==> config.mk <==
export PLATFORM = sky130hd
export DESIGN_NAME = acq_dma_periph
export DESIGN_NICKNAME = d
export VERILOG_FILES = /design/src/rtl/acq_pkg.sv /design/src/rtl/sample_fifo.sv /design/src/rtl/board_port.sv /design/src/rtl/dma_writer.sv /design/src/rtl/acq_dma_periph.sv
export SDC_FILE = /design/constraint.sdc
export NUM_CORES = 1
export LEC_CHECK = 0
export CAP_MARGIN = 20
export CORE_ASPECT_RATIO = 0.5
export CORE_MARGIN = 2
export CORE_UTILIZATION = 55
export CTS_CLUSTER_DIAMETER = 150
export DETAILED_ROUTE_END_ITERATION = 10
export DONT_BUFFER_PORTS = 1
export PLACE_DENSITY = 0.82
export SYNTH_ARGS = -nofsm -noshare
export SYNTH_HDL_FRONTEND = slang
export SYNTH_SLANG_ARGS = --single-unit
==> constraint.sdc <==
create_clock -name clk -period 7.02 [get_ports clk]
set_input_delay 0.351 -clock clk [delete_from_list [all_inputs] [get_ports clk]]
set_output_delay 0.351 -clock clk [all_outputs]
set_load 0.02 [all_outputs]
==> src/rtl/acq_pkg.sv <==
package acq_pkg;
  localparam logic [2:0] OFS_CTRL = 3'd0;
  localparam logic [2:0] OFS_CNT  = 3'd1;
  localparam logic [2:0] OFS_BASE = 3'd2;
  localparam logic [2:0] OFS_STAT = 3'd3;
  localparam logic [2:0] OFS_DEV  = 3'd4;

  localparam int CTL_START = 0;
  localparam int CTL_SRST  = 1;
  localparam int CTL_SAME  = 2;
  localparam int CTL_BWR   = 3;

  typedef enum logic [1:0] {PORT_IDLE, PORT_RD, PORT_WR} port_state_t;
endpackage

==> src/rtl/sample_fifo.sv <==
module sample_fifo #(
  parameter int DW    = 16,
  parameter int DEPTH = 8
) (
  input  logic          clk,
  input  logic          clr,
  input  logic          push,
  input  logic [DW-1:0] din,
  input  logic          pop,
  output logic [DW-1:0] dout,
  output logic          empty,
  output logic          full
);
  localparam int AW = $clog2(DEPTH);

  logic [DW-1:0] mem [DEPTH];
  logic [AW-1:0] wp, rp;
  logic [AW:0]   cnt;

  always_ff @(posedge clk)
    if (push) mem[wp] <= din;

  always_ff @(posedge clk) begin
    if (clr) begin
      wp  <= '0;
      rp  <= '0;
      cnt <= '0;
    end else begin
      if (push) wp <= (wp == AW'(DEPTH - 1)) ? '0 : wp + 1'b1;
      if (pop)  rp <= (rp == AW'(DEPTH - 1)) ? '0 : rp + 1'b1;
      cnt <= cnt + (AW+1)'(push) - (AW+1)'(pop);
    end
  end

  assign dout  = mem[rp];
  assign empty = (cnt == '0);
  assign full  = (cnt == (AW+1)'(DEPTH));

  AST_FIFO_BOUND: assert property (@(posedge clk) disable iff (clr) cnt <= (AW+1)'(DEPTH));
  AST_NO_POP_EMPTY: assert property (@(posedge clk) disable iff (clr) pop |-> !empty);
  AST_NO_PUSH_FULL: assert property (@(posedge clk) disable iff (clr) push |-> !full);
endmodule

==> src/rtl/board_port.sv <==
module board_port
  import acq_pkg::*;
#(
  parameter int          DW      = 16,
  parameter int          BAW     = 5,
  parameter logic [4:0]  RD_ADDR = 5'h10,
  parameter int          WR_CYC  = 2
) (
  input  logic           clk,
  input  logic           rst,
  input  logic           busy_i,
  input  logic           rd_allow,
  input  logic           wr_go,
  input  logic [BAW-1:0] wr_addr,
  input  logic [DW-1:0]  wr_data,
  input  logic [DW-1:0]  bus_data_i,
  output logic           rd_launch,
  output logic           port_quiet,
  output logic           smp_valid,
  output logic [DW-1:0]  smp_data,
  output logic           rd_n,
  output logic           wr_n,
  output logic           bus_oe,
  output logic [DW-1:0]  bus_data_o,
  output logic [BAW-1:0] brd_addr
);
  localparam int CW = $clog2(WR_CYC + 1);

  port_state_t state;
  logic busy_r, busy_r2, rise, rd_req, wr_pend;
  logic [CW-1:0] wcnt;

  assign rise       = busy_r & ~busy_r2;
  assign rd_launch  = (state == PORT_IDLE) && rd_req && rd_allow;
  assign port_quiet = !rd_req && (state != PORT_RD) && !smp_valid;

  always_ff @(posedge clk) begin
    if (rst) begin
      busy_r     <= 1'b0;
      busy_r2    <= 1'b0;
      state      <= PORT_IDLE;
      rd_req     <= 1'b0;
      wr_pend    <= 1'b0;
      wcnt       <= '0;
      smp_valid  <= 1'b0;
      smp_data   <= '0;
      rd_n       <= 1'b1;
      wr_n       <= 1'b1;
      bus_oe     <= 1'b0;
      bus_data_o <= '0;
      brd_addr   <= '0;
    end else begin
      busy_r    <= busy_i;
      busy_r2   <= busy_r;
      smp_valid <= 1'b0;
      if (wr_go) wr_pend <= 1'b1;
      case (state)
        PORT_IDLE: begin
          if (rd_req) begin
            rd_req <= 1'b0;
            if (rd_allow) begin
              state    <= PORT_RD;
              rd_n     <= 1'b0;
              brd_addr <= BAW'(RD_ADDR);
            end
          end else if (wr_pend) begin
            wr_pend    <= 1'b0;
            state      <= PORT_WR;
            wr_n       <= 1'b0;
            bus_oe     <= 1'b1;
            bus_data_o <= wr_data;
            brd_addr   <= wr_addr;
            wcnt       <= '0;
          end
        end
        PORT_RD: begin
          smp_valid <= 1'b1;
          smp_data  <= bus_data_i;
          rd_n      <= 1'b1;
          state     <= PORT_IDLE;
        end
        default: begin
          if (wcnt == CW'(WR_CYC - 1)) begin
            wr_n   <= 1'b1;
            bus_oe <= 1'b0;
            state  <= PORT_IDLE;
          end else begin
            wcnt <= wcnt + 1'b1;
          end
        end
      endcase
      if (rise && rd_allow) rd_req <= 1'b1;
    end
  end

  AST_STROBE_EXCL: assert property (@(posedge clk) disable iff (rst) !(!rd_n && !wr_n));
  AST_WR_DRIVES: assert property (@(posedge clk) disable iff (rst) !wr_n |-> bus_oe);
  AST_OE_ONLY_WR: assert property (@(posedge clk) disable iff (rst) wr_n |-> !bus_oe);
  AST_WR_TWO: assert property (@(posedge clk) disable iff (rst) $fell(wr_n) |=> !wr_n);
  AST_RD_ONE: assert property (@(posedge clk) disable iff (rst) !rd_n |=> rd_n);
endmodule

==> src/rtl/dma_writer.sv <==
module dma_writer #(
  parameter int AW = 32,
  parameter int MW = 32,
  parameter int SW = 16
) (
  input  logic          clk,
  input  logic          rst,
  input  logic          load_base,
  input  logic [AW-1:0] base,
  input  logic          same_addr,
  input  logic          fifo_empty,
  input  logic [SW-1:0] fifo_dout,
  output logic          fifo_pop,
  output logic          busy,
  input  logic          m_waitrequest,
  output logic [AW-1:0] m_address,
  output logic          m_write,
  output logic [MW/8-1:0] m_byteenable,
  output logic [MW-1:0] m_writedata
);
  logic [AW-1:0] cur;

  assign fifo_pop     = !m_write && !fifo_empty;
  assign busy         = m_write;
  assign m_byteenable = '1;

  always_ff @(posedge clk) begin
    if (rst) begin
      cur         <= '0;
      m_write     <= 1'b0;
      m_address   <= '0;
      m_writedata <= '0;
    end else begin
      if (load_base) cur <= base;
      if (m_write && !m_waitrequest) begin
        m_write <= 1'b0;
        if (!same_addr && !load_base) cur <= cur + AW'(MW / 8);
      end else if (fifo_pop) begin
        m_write     <= 1'b1;
        m_address   <= cur;
        m_writedata <= {{(MW-SW){1'b0}}, fifo_dout};
      end
    end
  end

  AST_MW_HOLD: assert property (@(posedge clk) disable iff (rst)
    (m_write && m_waitrequest) |=> (m_write && $stable(m_address) && $stable(m_writedata)));
  AST_ONE_LOAD: assert property (@(posedge clk) disable iff (rst)
    (m_write && !m_waitrequest) |=> !m_write);
endmodule

==> src/rtl/acq_dma_periph.sv <==
module acq_dma_periph
  import acq_pkg::*;
#(
  parameter int         SAW        = 3,
  parameter int         DW         = 32,
  parameter int         SW         = 16,
  parameter int         BAW        = 5,
  parameter int         FIFO_DEPTH = 8,
  parameter logic [4:0] RD_ADDR    = 5'h10,
  parameter int         WR_CYC     = 2
) (
  input  logic           clk,
  input  logic           rst,
  input  logic [SAW-1:0] s_address,
  input  logic           s_write,
  input  logic           s_read,
  input  logic [DW-1:0]  s_writedata,
  output logic [DW-1:0]  s_readdata,
  input  logic           m_waitrequest,
  output logic [DW-1:0]  m_address,
  output logic           m_write,
  output logic [DW/8-1:0] m_byteenable,
  output logic [DW-1:0]  m_writedata,
  input  logic [SW-1:0]  bus_data_i,
  output logic [SW-1:0]  bus_data_o,
  output logic           bus_oe,
  input  logic           busy_i,
  output logic           rd_n,
  output logic           wr_n,
  output logic [BAW-1:0] brd_addr,
  output logic           brd_reset
);
  localparam int DEVW = SW + BAW;

  logic soft_q, core_rst;
  logic [DW-1:0] cnt_reg, base_reg, rd_left;
  logic [DEVW-1:0] dev_reg;
  logic same_mode, active, done, ovf, roerr;
  logic wr_ctrl, start, wr_go, rd_allow, rd_launch, port_quiet;
  logic smp_valid, fifo_empty, fifo_full, fifo_pop, wr_busy, finished;
  logic [SW-1:0] smp_data, fifo_dout;

  assign core_rst = rst | soft_q;
  assign wr_ctrl  = s_write && (s_address == SAW'(OFS_CTRL));
  assign start    = wr_ctrl && s_writedata[CTL_START];
  assign wr_go    = wr_ctrl && s_writedata[CTL_BWR];
  assign rd_allow = active && (rd_left != '0);
  assign finished = active && (rd_left == '0) && port_quiet && fifo_empty && !wr_busy;

  always_ff @(posedge clk) begin
    if (rst) soft_q <= 1'b0;
    else     soft_q <= wr_ctrl && s_writedata[CTL_SRST];
    brd_reset <= core_rst;
  end

  always_ff @(posedge clk) begin
    if (core_rst) begin
      cnt_reg <= '0; base_reg <= '0; dev_reg <= '0; rd_left <= '0;
      same_mode <= 1'b0; active <= 1'b0; done <= 1'b0; ovf <= 1'b0; roerr <= 1'b0;
    end else begin
      if (wr_ctrl) same_mode <= s_writedata[CTL_SAME];
      if (s_write && s_address == SAW'(OFS_CNT))  cnt_reg  <= s_writedata;
      if (s_write && s_address == SAW'(OFS_BASE)) base_reg <= s_writedata;
      if (s_write && s_address == SAW'(OFS_DEV))  dev_reg  <= s_writedata[DEVW-1:0];
      if (s_write && s_address == SAW'(OFS_STAT)) roerr    <= 1'b1;
      if (start) begin
        active <= 1'b1; rd_left <= cnt_reg;
        done <= 1'b0; ovf <= 1'b0; roerr <= 1'b0;
      end else begin
        if (rd_launch) rd_left <= rd_left - 1'b1;
        if (smp_valid && fifo_full) ovf <= 1'b1;
        if (finished) begin
          active <= 1'b0;
          done   <= 1'b1;
        end
      end
    end
  end

  always_ff @(posedge clk) begin
    if (rst) s_readdata <= '0;
    else if (s_read) begin
      case (s_address)
        SAW'(OFS_CTRL): s_readdata <= DW'({same_mode, 2'b00});
        SAW'(OFS_CNT):  s_readdata <= cnt_reg;
        SAW'(OFS_BASE): s_readdata <= base_reg;
        SAW'(OFS_STAT): s_readdata <= DW'({roerr, ovf, done});
        default:        s_readdata <= '0;
      endcase
    end
  end

  board_port #(.DW(SW), .BAW(BAW), .RD_ADDR(RD_ADDR), .WR_CYC(WR_CYC)) port_i (
    .clk(clk), .rst(core_rst), .busy_i(busy_i), .rd_allow(rd_allow), .wr_go(wr_go),
    .wr_addr(dev_reg[DEVW-1:SW]), .wr_data(dev_reg[SW-1:0]), .bus_data_i(bus_data_i),
    .rd_launch(rd_launch), .port_quiet(port_quiet), .smp_valid(smp_valid), .smp_data(smp_data),
    .rd_n(rd_n), .wr_n(wr_n), .bus_oe(bus_oe), .bus_data_o(bus_data_o), .brd_addr(brd_addr));

  sample_fifo #(.DW(SW), .DEPTH(FIFO_DEPTH)) fifo_i (
    .clk(clk), .clr(core_rst | start), .push(smp_valid && !fifo_full), .din(smp_data),
    .pop(fifo_pop), .dout(fifo_dout), .empty(fifo_empty), .full(fifo_full));

  dma_writer #(.AW(DW), .MW(DW), .SW(SW)) wr_i (
    .clk(clk), .rst(core_rst), .load_base(start), .base(base_reg), .same_addr(same_mode),
    .fifo_empty(fifo_empty), .fifo_dout(fifo_dout), .fifo_pop(fifo_pop), .busy(wr_busy),
    .m_waitrequest(m_waitrequest), .m_address(m_address), .m_write(m_write),
    .m_byteenable(m_byteenable), .m_writedata(m_writedata));

  AST_NO_READ_IDLE: assert property (@(posedge clk) disable iff (core_rst) !rd_allow |=> rd_n);
  AST_OVF_STICKY: assert property (@(posedge clk) disable iff (core_rst) (ovf && !start) |=> ovf);
  AST_ROERR_SET: assert property (@(posedge clk) disable iff (core_rst)
    (s_write && s_address == SAW'(OFS_STAT)) |=> roerr);
  AST_DONE_CLR: assert property (@(posedge clk) disable iff (core_rst) start |=> !done);
  AST_BRD_RST: assert property (@(posedge clk) rst |=> brd_reset);
endmodule

==> results of run 1 <==
-- layout make-up --
type / count / area share
Antenna cell: 3 / 0.000394
Clock buffer: 52 / 0.0553
Clock inverter: 16 / 0.0139
Inverter: 18 / 0.00381
Multi-Input combinational cell: 1107 / 0.350
Sequential cell: 424 / 0.512
Tap cell: 399 / 0.0262
Timing Repair Buffer: 75 / 0.0379
-- logic make-up (layout without fill, tap and decap cells) --
kind of cell	Yosys count	in the layout	synth area share
multiplexers	56	56	0.0577
AO/OA/AOI/OAI	396	396	0.141
AND/OR/NAND/NOR	588	588	0.157
buffers and inverters	160	161	0.0407
other	2	23	0.000442
flip-flops	424	424	0.575
XOR/XNOR	33	33	0.0170
adder cells (fa/ha/maj)	14	14	0.0108
-- per-stage QoR --
stage / cell area, um^2 / power (mW) / cells / setup slack (ns)
after floorplan: 17100 / 3.41 / 1691 / 4.19
after global placement: 17200 / 3.53 / 1966 / 4.11
after detailed placement: 17200 / 3.56 / 1966 / 4.04
after CTS: 19000 / 5.80 / 2088 / 4.19
after global routing: 19100 / 5.99 / 2092 / 3.89
final: 19100 / 5.78 / 2094 / 4.16
-- worst max-delay path, stage by stage, from the launching register on --
cell	delay, ns
dfxtp_1	0.33
nor2_2	0.04
buf_4	0.28
inv_6	0.73
buf_4	0.79
nor2_1	0.23
o311ai_0	0.17
nand3_1	0.10
-- cell usage after synthesis, types with 24 or more instances --
master      n  area [um^2]
nand2_1   332         1250
a21oi_1   194          971
dfxtp_1   296         5930
nor2_1     91          342
xnor2_1    24          210
mux4_2     33          743
a22oi_1    31          233
nand3_1    24          120
o21ai_0    57          285
a211oi_1   58          435
a31oi_1    24          150
edfxtp_1  128         3840
clkbuf_1  110          413
-- routing by layer --
| layer | GRT usage | share of wire |
|---|---|---|
| met5 | 0 | 0 |
| met3 | 0.0467 | 0.070 |
| met1 | 0.345 | 0.42 |
| met2 | 0.428 | 0.48 |
| met4 | 0.101 | 0.031 |
-- power by group --
part / internal [mW] / switching, mW
combinational: 0.314 / 0.447
sequential: 2.60 / 0.184
clock: 1.32 / 0.916
total: 4.23 / 1.55
-- path summary, 6_finish.rpt --
path / depth (start not counted) / slack, ns / endpoint
setup / recovery: 7 / 4.16 / rd_left[25]
hold / removal: 2 / 0.02 / roerr
setup reg to reg: 7 / 4.16 / rd_left[25]
hold reg to reg: 2 / 0.46 / port_i.bus_data_o[11]
==> metrics.csv, run 1 <==
stage,metric,value,unit
logic_synthesis,ys.flop_type,dfxtp_1,
setup_path,critical_path_class,flip-flop to flip-flop,
logic_synthesis,synth_edf_count,128,
timing,rsz0062_at_grt,no,
layout,layout-drive-gt1-share,0.0863,
timing,finalClockSkew,0.0209,ns
global_routing,grt_overflow,0,
layout,most-common-layout-cells,"nand2_1 (331), dfxtp_1 (294), a21oi_1 (194), edfxtp_1 (128), nor2_1 (87)",
logic_synthesis,syn_inst,1673,
power_and_ir_drop,ir_drop,0.000173,V
layout,final_util,0.628,
clock_network,root_buffer,clkbuf_16,
routing,drtAntennaViolNets,0,
logic_synthesis,syn_area_per_cell,10.2,um^2
clock_network,ctsHoldBuffers,54,
timing,finalSetupTns,0,ns
global_routing,grt_max_degree,127,
hold_path,hp-class,input pin to flip-flop,
timing,whs,0.0165,ns
power_and_ir_drop,p_per_area,303,mW/mm^2
clock_network,cts_made_buffers,37,
clock_network,clk_latency,0.55,ns
layout,multi_input_area,0.00668,mm^2
floorplan,fp-row-count,45,
floorplan,boundaryPins,183,
hold_path,min_from,s_address[0],
setup_path,cp-startpoint,soft_q,
logic_synthesis,synth_seq_cells,424,
setup_path,r2r_start,soft_q,
clock_network,clkSinkCount,424,
routing,remaining_drc_errors,0,
layout,largest_reg_flops,128,
clock_network,postCtsSetupBuffers,0,
layout,fillers,2287,
timing,maxSlewHeadroom,0.278,
status,status,completed,
timing,period_needed,2.86,ns
timing,finalCritPeriodShare,0.407,
logic_synthesis,synth-async-reset-ratio,0,
clock_network,clk_pin_slew,0.07,ns
floorplan,initial_core_util,0.560,
routing,drtPass1Iterations,6,
logic_synthesis,synth_seq_area_share,0.575,
logic_synthesis,yosysWarnings,0,
timing,setup_viol,0,
routing,num_vias,12707,
global_routing,grt_pass1_vias,11853,
clock_network,cts_resized,0,
power_and_ir_drop,p_leak,6.21,nW
routing,drt_iter0_drc,1212,
place,io_buffers,0,
layout,final_nets,1734,
layout,top_register,fifo_i.mem,
setup_path,critPathMaxFanout,126,
setup_path,cp-start-kind,flip-flop,
clock_network,cts_tree,done,
layout,syn2layout_area_growth,12.2,%
floorplan,die_w,253,um
logic_synthesis,ys_types,66,
global_routing,grt_antenna_before_repair,2,
place,place_hpwl,26.2,mm
setup_path,worst_ep_required_time,7.44,ns
place,routabilityCongestion,0.888,
logic_synthesis,netlist_area,0.0170,mm^2
layout,seq_area,0.00977,mm^2
routing,vias_per_cell,6.07,
clock_network,clockBufferDepth,3,
setup_path,cp_data_arrival_time,3.27,ns
layout,final_common_cell,nand2_1,
floorplan,die-area,0.0324,mm^2
global_routing,grt_pass1_wl,66.2,mm
routing,routed_wirelength,42.5,mm
floorplan,dieHeight,128,um
clock_network,htreeDepth,2,
floorplan,coreArea,0.0303,mm^2
timing,worst_pin_slew,1.07,ns
timing,final_hold_viol_count,0,
timing,max_freq,0.350,GHz
flow_run,drv_cap,0,
setup_path,crit_path_end_kind,flip-flop,
global_routing,grt_use_total,0.260,
routing,post_drt_wl_per_cell,20.3,um
timing,slew_violations,0,
No activity file was read; power rests on OpenSTA's default activity.
==> run 2, diff against run 1 <==
clock period = 2.9 ns   (was 7.02 ns; I/O delays follow)
==> metrics.csv, run 2 (synthesis gave the netlist of run 1 again) <==
stage,metric,value,unit,change
status,status,completed,,
setup_path,cp-start-kind,flip-flop,,
layout,final_nets,1767,,+1.9%
routing,vias_per_cell,6.07,,about the same
setup_path,critPathBufInv,1,,-2
floorplan,initial_core_util,0.560,,unchanged
setup_path,path_cells,or4_1 > or4_4 > buf_4 > o31ai_2 > or3b_2 > a31oi_1,,
timing,worst_pin_slew,0.849,ns,-0.220 ns
timing,finalCritPeriodShare,0.915,,+0.508
layout,final_common_cell,nand2_1,,
setup_path,critPathMaxFanout,12,,-90%
routing,routed_wirelength,42.3,mm,-0.36%
layout,largest_reg_flops,128,,unchanged
setup_path,critical_path_class,flip-flop to flip-flop,,
layout,layout-drive-gt1-share,0.0999,,+0.0136
hold_path,hp-class,input pin to flip-flop,,
timing,max_freq,0.377,GHz,+7.7%
clock_network,htreeDepth,2,,unchanged
floorplan,die_w,253,um,unchanged
timing,rsz0062_at_grt,no,,
layout,most-common-layout-cells,"nand2_1 (331), dfxtp_1 (295), a21oi_1 (194), edfxtp_1 (128), nor2_1 (90)",,
floorplan,coreArea,0.0303,mm^2,unchanged
power_and_ir_drop,total_power,13.9,mW,+140%
place,io_buffers,0,,unchanged
routing,remaining_drc_errors,0,,unchanged
place,routabilityCongestion,0.940,,+5.9%
floorplan,fp-row-count,45,,unchanged
global_routing,grt_max_degree,98,,-23%
power_and_ir_drop,p_per_area,720,mW/mm^2,+140%
setup_path,crit_path_end_kind,flip-flop,,
timing,setup_viol,0,,unchanged
power_and_ir_drop,pwr-share-clk,0.381,,-0.005
power_and_ir_drop,power_frac_seq,0.480,,-0.002
routing,drtAntennaViolNets,0,,unchanged
floorplan,dieHeight,128,um,unchanged
power_and_ir_drop,p_sw,3.67,mW,+140%
routing,post_drt_wl_per_cell,19.9,um,-1.8%
global_routing,grt_antenna_before_repair,3,,+1
timing,period_needed,2.65,ns,-0.203 ns
clock_network,cts_tree,done,,
global_routing,grt_pass1_wl,66.3,mm,+0.11%
floorplan,die-area,0.0324,mm^2,unchanged
layout,syn2layout_area_growth,13.7,%,
clock_network,clk_latency,0.55,ns,about the same
setup_path,cp_top_family,simple AND/OR/NAND/NOR gates,,
clock_network,cts_resized,0,,unchanged
flow_run,drv_cap,0,,unchanged
clock_network,clk_pin_slew,0.07,ns,about the same
global_routing,grt_use_total,0.260,,about the same
clock_network,clockBufferDepth,3,,unchanged
power_and_ir_drop,p_leak,6.41,nW,+3.2%
setup_path,worst_ep_required_time,3.29,ns,-4.15 ns
timing,finalClockSkew,0.0240,ns,+0.00303 ns
timing,slew_violations,0,,unchanged
power_and_ir_drop,p_int,10.2,mW,+140%
layout,top_register,fifo_i.mem,,
setup_path,cp_data_arrival_time,3.04,ns,-0.23 ns
routing,num_vias,12898,,+1.5%
layout,design_area,0.0193,mm^2,+1.3%
clock_network,clkSinkCount,424,,unchanged
setup_path,cp_slowest_stage_delay,0.62,ns,-0.17 ns
timing,final_hold_viol_count,0,,unchanged
timing,finalSetupTns,0,ns,unchanged
routing,drt_iter0_drc,1281,,+5.7%
timing,maxSlewHeadroom,0.433,,+0.154
global_routing,grt_pass1_vias,12011,,+1.3%
power_and_ir_drop,switching_share,0.264,,-0.00376
setup_path,slowest_stage,or4_1,,
global_routing,grt_overflow,0,,unchanged
clock_network,root_buffer,clkbuf_16,,
floorplan,boundaryPins,183,,unchanged
power_and_ir_drop,pwr-share-comb,0.139,,+0.007
power_and_ir_drop,ir_drop,0.000483,V,+180%
place,place_area,0.0173,mm^2,+1.1%
routing,drtPass1Iterations,6,,unchanged
place,place_hpwl,26.9,mm,+2.9%
clock_network,cts_made_buffers,38,,+2.7%
==> run 2: power groups by stage <==
stage | Sequential (mW) | Clock [mW] | Combinational (mW)
floorplan | 6.73 | 0 | 1.51
global placement | 6.80 | 0 | 1.78
detailed placement | 6.81 | 0 | 1.82
CTS | 6.68 | 5.39 | 1.95
global route | 6.70 | 5.62 | 2.12
finish | 6.67 | 5.30 | 1.93
==> run 2: worst register-to-register path: stages (launching register included) <==
cell and delay, ns:
dfxtp_1 0.34, or4_1 0.62, or4_4 0.57, buf_4 0.21
o31ai_2 0.46, or3b_2 0.22, a31oi_1 0.07
==> run 2: worst paths after layout <==
path                               startpoint  slack (ns)              endpoint  cells after the start
worst max-delay path               rd_left[2]        0.25           rd_left[14]                      6
worst min-delay path            m_waitrequest        0.05          wr_i.cur[29]                      5
worst max register to register     rd_left[2]        0.25           rd_left[14]                      6
worst min register to register     dev_reg[7]        0.45  port_i.bus_data_o[7]                      2
==> run 2: area by class of cell <==
class,count,area [um^2]
fillers,2323,11000
repair buffers,107,998
well taps,399,499
inverters,18,72.6
clock buffers,58,1200
clock inverters,8,125
multi-input cells,1107,6640
flip-flops and latches,424,9770
diodes,3,7.51
==> run 2: metal layers <==
metal | GRT usage | routed length [um] | vias up | part of all wire
met5 | 0 | 0 | - | 0
met1 | 0.342 | 17500 | 6273 | 0.41
li1 | - | - | 6005 | -
met4 | 0.0901 | 1140 | 0 | 0.027
met3 | 0.0499 | 3120 | 89 | 0.074
met2 | 0.435 | 20600 | 531 | 0.49
==> run 2: per-stage QoR <==
step	hold WS, ns	instances	setup WS [ns]	util
finish	0.0470	2124	0.247	0.637
floorplan	0.267	1691	0.0672	-
global placement	0.225	1993	0.376	0.571
global route	0.0824	2123	0.138	0.637
CTS	0.0112	2121	0.286	0.636
detailed placement	0.224	1993	0.331	0.571
==> run 2: repair_timing <==
action                                 in CTS  in global routing
endpoints found under the hold margin     140                  0
buffers inserted                            0                  0
hold buffers                               62                  0
==> run 3, diff against run 2 <==
CORE_UTILIZATION = 63   (was 55)
PLACE_DENSITY = 0.91   (was 0.82)
==> metrics.csv, run 3 (synthesis gave the netlist of run 1 again) <==
stage,metric,value,unit,change
routing,drtAntennaViolNets,0,,unchanged
global_routing,grt_use_total,0.303,,+0.0428
routing,drt_iter0_drc,1332,,+4.0%
floorplan,coreArea,0.0265,mm^2,-13%
routing,vias_per_cell,6.37,,+4.8%
global_routing,busiest_layer,met2,,
clock_network,root_buffer,clkbuf_16,,
floorplan,fp-row-count,42,,-6.7%
clock_network,postCtsSetupBuffers,0,,unchanged
layout,top_register,fifo_i.mem,,
setup_path,worst_ep_required_time,3.28,ns,about the same
layout,multi_input_area,0.00665,mm^2,+0.13%
timing,finalCritPeriodShare,0.929,,+0.0144
clock_network,htreeDepth,2,,unchanged
setup_path,critical_path_class,flip-flop to flip-flop,,
routing,num_vias,13216,,+2.5%
routing,post_drt_wl_per_cell,20.9,um,+4.9%
floorplan,boundaryPins,183,,unchanged
layout,final_nets,1762,,-0.28%
power_and_ir_drop,ir_drop,0.000491,V,+1.7%
layout,seq_area,0.00977,mm^2,unchanged
timing,maxSlewHeadroom,0.340,,-0.0929
power_and_ir_drop,total_power,13.6,mW,-1.9%
timing,slew_violations,0,,unchanged
clock_network,clk_latency,0.54,ns,about the same
timing,final_hold_viol_count,0,,unchanged
routing,remaining_drc_errors,0,,unchanged
global_routing,met3_usage,0.0483,,-0.00164
place,place_hpwl,27.1,mm,+0.72%
floorplan,initial_core_util,0.641,,+0.0816
setup_path,cp_data_arrival_time,3.08,ns,+0.04 ns
setup_path,critPathMaxFanout,13,,+1
layout,design_area,0.0192,mm^2,-0.79%
global_routing,globalRouteMet1Util,0.397,,+0.0549
routing,drtPass1Iterations,6,,unchanged
layout,syn2layout_area_growth,12.8,%,
timing,period_needed,2.69,ns,+0.0417 ns
power_and_ir_drop,p_leak,6.34,nW,-1.1%
timing,rsz0062_at_grt,no,,
global_routing,grt_antenna_before_repair,5,,+2
floorplan,dieHeight,120,um,-6.4%
routing,routed_wirelength,43.4,mm,+2.6%
layout,fin_cells,2076,,-2.3%
flow_run,drv_cap,0,,unchanged
layout,fillers,1758,,-24%
power_and_ir_drop,p_per_area,712,mW/mm^2,-1.1%
layout,final_common_cell,nand2_1,,
place,place_area,0.0173,mm^2,-0.21%
clock_network,clk_pin_slew,0.07,ns,about the same
floorplan,die-area,0.0284,mm^2,-12%
global_routing,grt_util_met2,0.514,,+0.0793
status,status,completed,,
layout,most-common-layout-cells,"nand2_1 (331), dfxtp_1 (295), a21oi_1 (194), edfxtp_1 (128), nor2_1 (90)",,
global_routing,grt_max_degree,98,,unchanged
place,io_buffers,0,,unchanged
clock_network,cts_tree,done,,
layout,final_util,0.724,,+0.0871
place,dp_cells,1944,,-2.5%
timing,finalSetupTns,0,ns,unchanged
floorplan,die_w,236,um,-6.5%
timing,finalClockSkew,0.0108,ns,-0.0131 ns
global_routing,grt_overflow,0,,unchanged
timing,setup_viol,0,,unchanged
timing,max_freq,0.371,GHz,-1.5%
clock_network,clkSinkCount,424,,unchanged
place,routabilityCongestion,0.921,,-2.0%
layout,largest_reg_flops,128,,unchanged
hold_path,hp-class,input pin to flip-flop,,
setup_path,crit_path_end_kind,flip-flop,,
global_routing,grt_pass1_wl,67.7,mm,+2.1%
setup_path,cp-start-kind,flip-flop,,
layout,layout-drive-gt1-share,0.0954,,-0.00448
clock_network,cts_made_buffers,37,,-2.6%
clock_network,clockBufferDepth,3,,unchanged
global_routing,grt_pass1_vias,12502,,+4.1%
timing,worst_pin_slew,0.989,ns,+0.140 ns
==> run 3: changes by cell type in the layout (fill, tap and decap cells not counted), sizes merged, moves of 2 or more <==
cell	previous run	this run
buf	47	45
diode	3	5
dlygate4sd3	60	58
clkbuf	58	54
clkinvlp	0	2
clkinv	3	8
==> run 3: final cells by class <==
| cell class | count | area share |
|---|---|---|
| multi-input cells | 1107 | 0.347 |
| flip-flops and latches | 424 | 0.510 |
| well taps | 352 | 0.0230 |
| clock inverters | 13 | 0.00653 |
| diodes | 5 | 0.000653 |
| repair buffers | 103 | 0.0522 |
| clock buffers | 54 | 0.0570 |
| inverters | 18 | 0.00379 |
==> run 3: layer usage <==
metal  part of all wire  up-vias
met5                  0        -
met4              0.034        0
met3              0.078      125
met2               0.48      642
met1               0.40     6455
li1                   -     5994
==> run 3: metrics by stage <==
stage               hold slack (ns)  setup WS [ns]
floorplan                     0.267         0.0672
global placement              0.223          0.271
detailed placement            0.223          0.231
CTS                          0.0218          0.213
global route                 0.0524         0.0965
finish                       0.0367          0.205
==> run 3: what timing repair did <==
item	4_1_cts	5_1_grt
gates resized for setup	0	1
hold buffers	60	0
endpoints found under the setup margin	0	1
hold endpoints to repair	139	0
==> run 3: critical path, cell delays in order, from the launching register on <==
cell and delay (ns):
dfxtp_1 0.37, or4_1 0.62, or4_4 0.63, or3_1 0.48, o41ai_2 0.34, a21oi_1 0.10
==> run 3: where the power goes <==
group / switching [mW] / total, mW / internal [mW]
logic: 1.17 / 1.98 / 0.810
registers: 0.365 / 6.67 / 6.30
clock network: 2.18 / 4.99 / 2.81
total: 3.72 / 13.6 / 9.92
==> run 3: final timing paths <==
kind | start | cells after the start | to | slack, ns
setup / recovery | rd_left[7] | 5 | active | 0.21
hold / removal | m_waitrequest | 4 | wr_i.cur[2] | 0.04
setup reg to reg | rd_left[7] | 5 | active | 0.21
hold reg to reg | dev_reg[5] | 2 | port_i.bus_data_o[5] | 0.45
